**src/rtl/slowref_pkg.sv**
```systemverilog
package slowref_pkg;

    typedef enum logic {
        EDGE_FALL = 1'b0,
        EDGE_RISE = 1'b1
    } edge_sel_e;

    typedef struct packed {
        logic cur;
        logic prev;
    } phase_pair_t;

    // Edge found between two consecutive samples of the copy
    function automatic logic edge_hit(edge_sel_e sel, phase_pair_t p);
        if (sel == EDGE_FALL) return p.prev & ~p.cur;
        else                  return ~p.prev & p.cur;
    endfunction

endpackage

```
**src/rtl/slowref_sync.sv**
```systemverilog
module slowref_sync #(
    parameter int STAGES = 2
) (
    input  logic clk_i,
    input  logic rst_i,
    input  logic slow_i,
    output logic copy_o
);
    logic [STAGES-1:0] chain;

    always_ff @(posedge clk_i) begin
        if (rst_i) chain <= '0;
        else       chain <= {chain[STAGES-2:0], slow_i};
    end

    assign copy_o = chain[STAGES-1];

endmodule

```
**src/rtl/slowref_edge.sv**
```systemverilog
module slowref_edge
    import slowref_pkg::*;
#(
    parameter edge_sel_e EDGE_SEL = EDGE_FALL
) (
    input  logic clk_i,
    input  logic rst_i,
    input  logic copy_i,
    output logic en_o
);
    phase_pair_t pair;
    logic        prev_q;

    always_ff @(posedge clk_i) begin
        if (rst_i) prev_q <= 1'b0;
        else       prev_q <= copy_i;
    end

    assign pair.cur  = copy_i;
    assign pair.prev = prev_q;

    generate
        if (EDGE_SEL == EDGE_FALL) begin : g_fall
            assign en_o = edge_hit(EDGE_FALL, pair);
            assert_fall_level_R3: assert property (@(posedge clk_i) disable iff (rst_i)
                en_o |-> (!copy_i && $past(copy_i)));
        end else begin : g_rise
            assign en_o = edge_hit(EDGE_RISE, pair);
            assert_rise_level_R4: assert property (@(posedge clk_i) disable iff (rst_i)
                en_o |-> (copy_i && !$past(copy_i)));
        end
    endgenerate

    assert_no_double_R5: assert property (@(posedge clk_i) disable iff (rst_i)
        en_o |=> !en_o);

endmodule

```
**src/rtl/slowref_hold.sv**
```systemverilog
module slowref_hold #(
    parameter int WIDTH = 8
) (
    input  logic             clk_i,
    input  logic             rst_i,
    input  logic             en_i,
    input  logic [WIDTH-1:0] d_i,
    output logic [WIDTH-1:0] q_o
);
    always_ff @(posedge clk_i) begin
        if (rst_i)     q_o <= '0;
        else if (en_i) q_o <= d_i;
    end

    assert_load_R6: assert property (@(posedge clk_i) disable iff (rst_i)
        ($past(en_i) && !$past(rst_i)) |-> (q_o == $past(d_i)));

    assert_hold_R7: assert property (@(posedge clk_i) disable iff (rst_i)
        (!$past(en_i) && !$past(rst_i)) |-> $stable(q_o));

endmodule

```
**src/rtl/slowref_top.sv**
```systemverilog
module slowref_top
    import slowref_pkg::*;
#(
    parameter int        DATA_W      = 8,
    parameter int        SYNC_STAGES = 2,
    parameter edge_sel_e EDGE_SEL    = EDGE_FALL
) (
    input  logic              clk_i,
    input  logic              rst_i,
    input  logic              slow90_i,
    input  logic [DATA_W-1:0] data_i,
    output logic              slow_copy_o,
    output logic              upd_en_o,
    output logic [DATA_W-1:0] data_o
);
    logic copy_w;
    logic en_w;

    slowref_sync #(.STAGES(SYNC_STAGES)) u_sync (
        .clk_i  (clk_i),
        .rst_i  (rst_i),
        .slow_i (slow90_i),
        .copy_o (copy_w)
    );

    slowref_edge #(.EDGE_SEL(EDGE_SEL)) u_edge (
        .clk_i  (clk_i),
        .rst_i  (rst_i),
        .copy_i (copy_w),
        .en_o   (en_w)
    );

    slowref_hold #(.WIDTH(DATA_W)) u_hold (
        .clk_i (clk_i),
        .rst_i (rst_i),
        .en_i  (en_w),
        .d_i   (data_i),
        .q_o   (data_o)
    );

    assign slow_copy_o = copy_w;
    assign upd_en_o    = en_w;

    generate
        if (SYNC_STAGES == 2) begin : g_lag_chk
            assert_copy_lag_R2: assert property (@(posedge clk_i) disable iff (rst_i)
                (!$past(rst_i) && !$past(rst_i, 2)) |-> (copy_w == $past(slow90_i, 2)));
        end
    endgenerate

endmodule

```
**config.mk**
```make
export PLATFORM = sky130hd
export DESIGN_NAME = slowref_top
export DESIGN_NICKNAME = d
export VERILOG_FILES = /design/src/rtl/slowref_pkg.sv /design/src/rtl/slowref_sync.sv /design/src/rtl/slowref_edge.sv /design/src/rtl/slowref_hold.sv /design/src/rtl/slowref_top.sv
export SDC_FILE = /design/constraint.sdc
export NUM_CORES = 1
export LEC_CHECK = 0
export ABC_AREA = 0
export CORE_AREA = 2 2 39 41
export DETAILED_ROUTE_END_ITERATION = 16
export DIE_AREA = 0 0 41 43
export PLACE_DENSITY = 0.78
export SKIP_LAST_GASP = 1
export SYNTH_ARGS = -nofsm -noshare
export SYNTH_HDL_FRONTEND = slang
export SYNTH_SLANG_ARGS = --single-unit
export TNS_END_PERCENT = 10
```
**constraint.sdc**
```tcl
create_clock -name clk_i -period 2.3 [get_ports clk_i]
set_clock_uncertainty 0.15 [all_clocks]
set_input_delay 0.345 -clock clk_i [delete_from_list [all_inputs] [get_ports clk_i]]
set_output_delay 0.345 -clock clk_i [all_outputs]
set_load 0.01 [all_outputs]
```
==> impl_metrics.csv <==
group,metric,value,unit
clock_tree,ctsLongestPathBuffers,2,
timing,fin_crit,1990,ps
power_and_ir_drop,switching_share,0.222,
power_and_ir_drop,switchingPower,0.0829,mW
power_and_ir_drop,vdd_drop_max,198,uV
min_path,hp-start,"u_sync.chain[0]$_SDFF_PP0_",
power_and_ir_drop,total_power,0.374,mW
detailed_routing,viasPerCell,4.85,
power_and_ir_drop,p_int,0.291,mW
floorplan,start_util,0.345,
floorplan,dieWidth,41,um
power_and_ir_drop,pwr-share-comb,0.120,
detailed_routing,drc,0,
timing,slew_headroom,0.656,
global_routing,grt_overflow,0,
cells_and_area,postLayoutCoreUtil,0.519,
run,maxCapViolCount,0,
logic_synthesis,synth.distinct_cells,8,
global_routing,grt_util_all_layers,0.125,
global_routing,grt_pass1_wl,1440,um
critical_path,r2r_end,"u_hold.q_o[5]$_SDFFE_PP0P_",
clock_tree,postCtsResizedCells,0,
cells_and_area,diodes,0,
cells_and_area,area_growth,50.3,%
clock_tree,cts_setup_buffers,0,
power_and_ir_drop,power_density,520,nW/um^2
logic_synthesis,synthCells,41,
timing,setup_viol,0,
timing,setup-tns-final,0,ps
clock_tree,clock-sinks,11,
clock_tree,tritoncts,"yes",
cells_and_area,final_cell_mix,"clkdlybuf4s50_1, dfxtp_1, nand2b_1, nand4bb_1, o21ai_2",
timing,worst_pin_slew,515,ps
min_path,hold_class,"flop to flop",
clock_tree,clk_pin_slew,80,ps
floorplan,die-area,1760,sq um
timing,timing.fmax,503,MHz
placed_design,gp_congestion,0.637,
logic_synthesis,ys_ff_latch,11,
status,status,"finished, final reports clean",
detailed_routing,final_antenna_net_count,0,
detailed_routing,firstDrtPassIters,2,
min_path,whs_path_depth,1,
critical_path,rrSetupSlack,1070,ps
logic_synthesis,yosys_warnings,0,
critical_path,crit_type,"flop to output port",
cells_and_area,fillers,136,
logic_synthesis,syn_area_per_cell,11.7,sq um
placed_design,io_buffers,20,
timing,grt_setup_unrepaired,"no",
global_routing,grt_max_degree,20,
critical_path,cp_max_fo,9,
clock_tree,cts_root_buf,"clkbuf_4",
floorplan,coreArea,1380,sq um
cells_and_area,layout.nets,76,
global_routing,grt_pass1_vias,350,
floorplan,io_pins,21,
floorplan,die_h,43,um
detailed_routing,routed_wl,945,um
detailed_routing,wl_per_cell,11.8,um
placed_design,hpwl,647,um
clock_tree,cts_buffers,3,
logic_synthesis,synth_seq_area_share,0.461,
floorplan,rows,14,
clock_tree,cts_hold_buf,0,
logic_synthesis,synth_area_leaders,"dfxtp_1, nand4bb_1, o21ai_2",
critical_path,reg2reg_depth,3,
timing,hold_viol,0,
logic_synthesis,yosysTopAreaCellShare,0.461,
critical_path,startpoint_type,"flop",
logic_synthesis,syn_area,478,sq um
critical_path,arrival,1490,ps
power_and_ir_drop,leakage,0.251,nW
clock_tree,htreeDepth,1,
critical_path,end_kind,"output port",
timing,timing.final.crit_share,0.864,
detailed_routing,drtIter0Drc,4,
detailed_routing,vias,388,
logic_synthesis,synth_nets,52,
min_path,min_to,"u_sync.chain[1]$_SDFF_PP0_",
clock_tree,clock_latency,270,ps
power_and_ir_drop,clkPwrFrac,0.346,
global_routing,antenna_found_initial,0,
timing,drv_slew,0,
cells_and_area,final_common_cell,"clkdlybuf4s50_1",
critical_path,r2r-start,"u_edge.prev_q$_SDFF_PP0_",
logic_synthesis,synth_top_area_cell,"dfxtp_1",
cells_and_area,drive_gt1_frac,0.219,
critical_path,critPathRequiredTime,1800,ps
power_and_ir_drop,seq_power_share,0.534,
-- routing by layer --
layer  up-vias  share of wire  global-route usage
met3         2          0.071              0.0471
met4         0          0.015              0.0800
met1       177           0.49               0.163
met2        14           0.42               0.166
li1        195              -                   -
met5         -              0                   0
-- registers in the layout, summed over array words and instances (netlist names) --
register	flops
u_edge.prev_q	1
u_hold.q_o	8
u_sync.chain	2
-- worst max-delay path: stages (launching register included) --
cell and delay (ps):
dfxtp_1 490, nor2b_4 210, clkdlybuf4s50_1 530
-- Yosys cell counts (all sizes together) --
| library cell | instances |
|---|---|
| dfxtp | 11 |
| nand2b | 8 |
| nand4bb | 8 |
| o21ai | 8 |
| nor2b | 4 |
| buf | 1 |
| clkbuf | 1 |
-- layout make-up --
cell class              instances  area [sq um]  share of cell area
clock buffers                   3          22.5              0.0314
clock inverters                 1          5.00             0.00697
multi-input cells              28           243               0.338
flip-flops and latches         11           220               0.307
well taps                      16          20.0              0.0279
repair buffers                 21           208               0.289
-- through the flow --
stage | hold WS, ps | cell area (sq um) | cells | worst slack [ps]
4_1_cts | 309 | 718 | 80 | 300
5_1_grt | 324 | 718 | 80 | 238
2_1_floorplan | 264 | 478 | 41 | 1060
3_5_place_dp | 288 | 691 | 76 | 604
3_3_place_gp | 270 | 691 | 76 | 624
6_report | 303 | 718 | 80 | 313
-- worst max path at each step --
stage	from	endpoint	slack, ps
after floorplan	u_edge.prev_q$_SDFF_PP0_	upd_en_o	1060
after global placement	u_edge.prev_q$_SDFF_PP0_	upd_en_o	620
after detailed placement	rst_i	u_hold.q_o[6]$_SDFFE_PP0P_	600
after CTS	u_edge.prev_q$_SDFF_PP0_	upd_en_o	300
after global routing	u_edge.prev_q$_SDFF_PP0_	upd_en_o	240
final	u_edge.prev_q$_SDFF_PP0_	upd_en_o	310
-- cell families (layout without fill, tap and decap cells) --
group                  Yosys count  in the layout  synth area share
flip-flops                      11             11             0.461
buffers and inverters            2             25            0.0314
AND/OR/NAND/NOR                 20             20             0.361
AO/OA/AOI/OAI                    8              8             0.147
-- power groups by stage --
stage / registers [mW] / logic (mW) / clock network (mW)
CTS: 0.200 / 0.0453 / 0.137
detailed placement: 0.204 / 0.0448 / 0
floorplan: 0.205 / 0.0157 / 0
global placement: 0.204 / 0.0444 / 0
global route: 0.200 / 0.0480 / 0.145
finish: 0.200 / 0.0447 / 0.129
No activity file was read; power rests on OpenSTA's default activity.
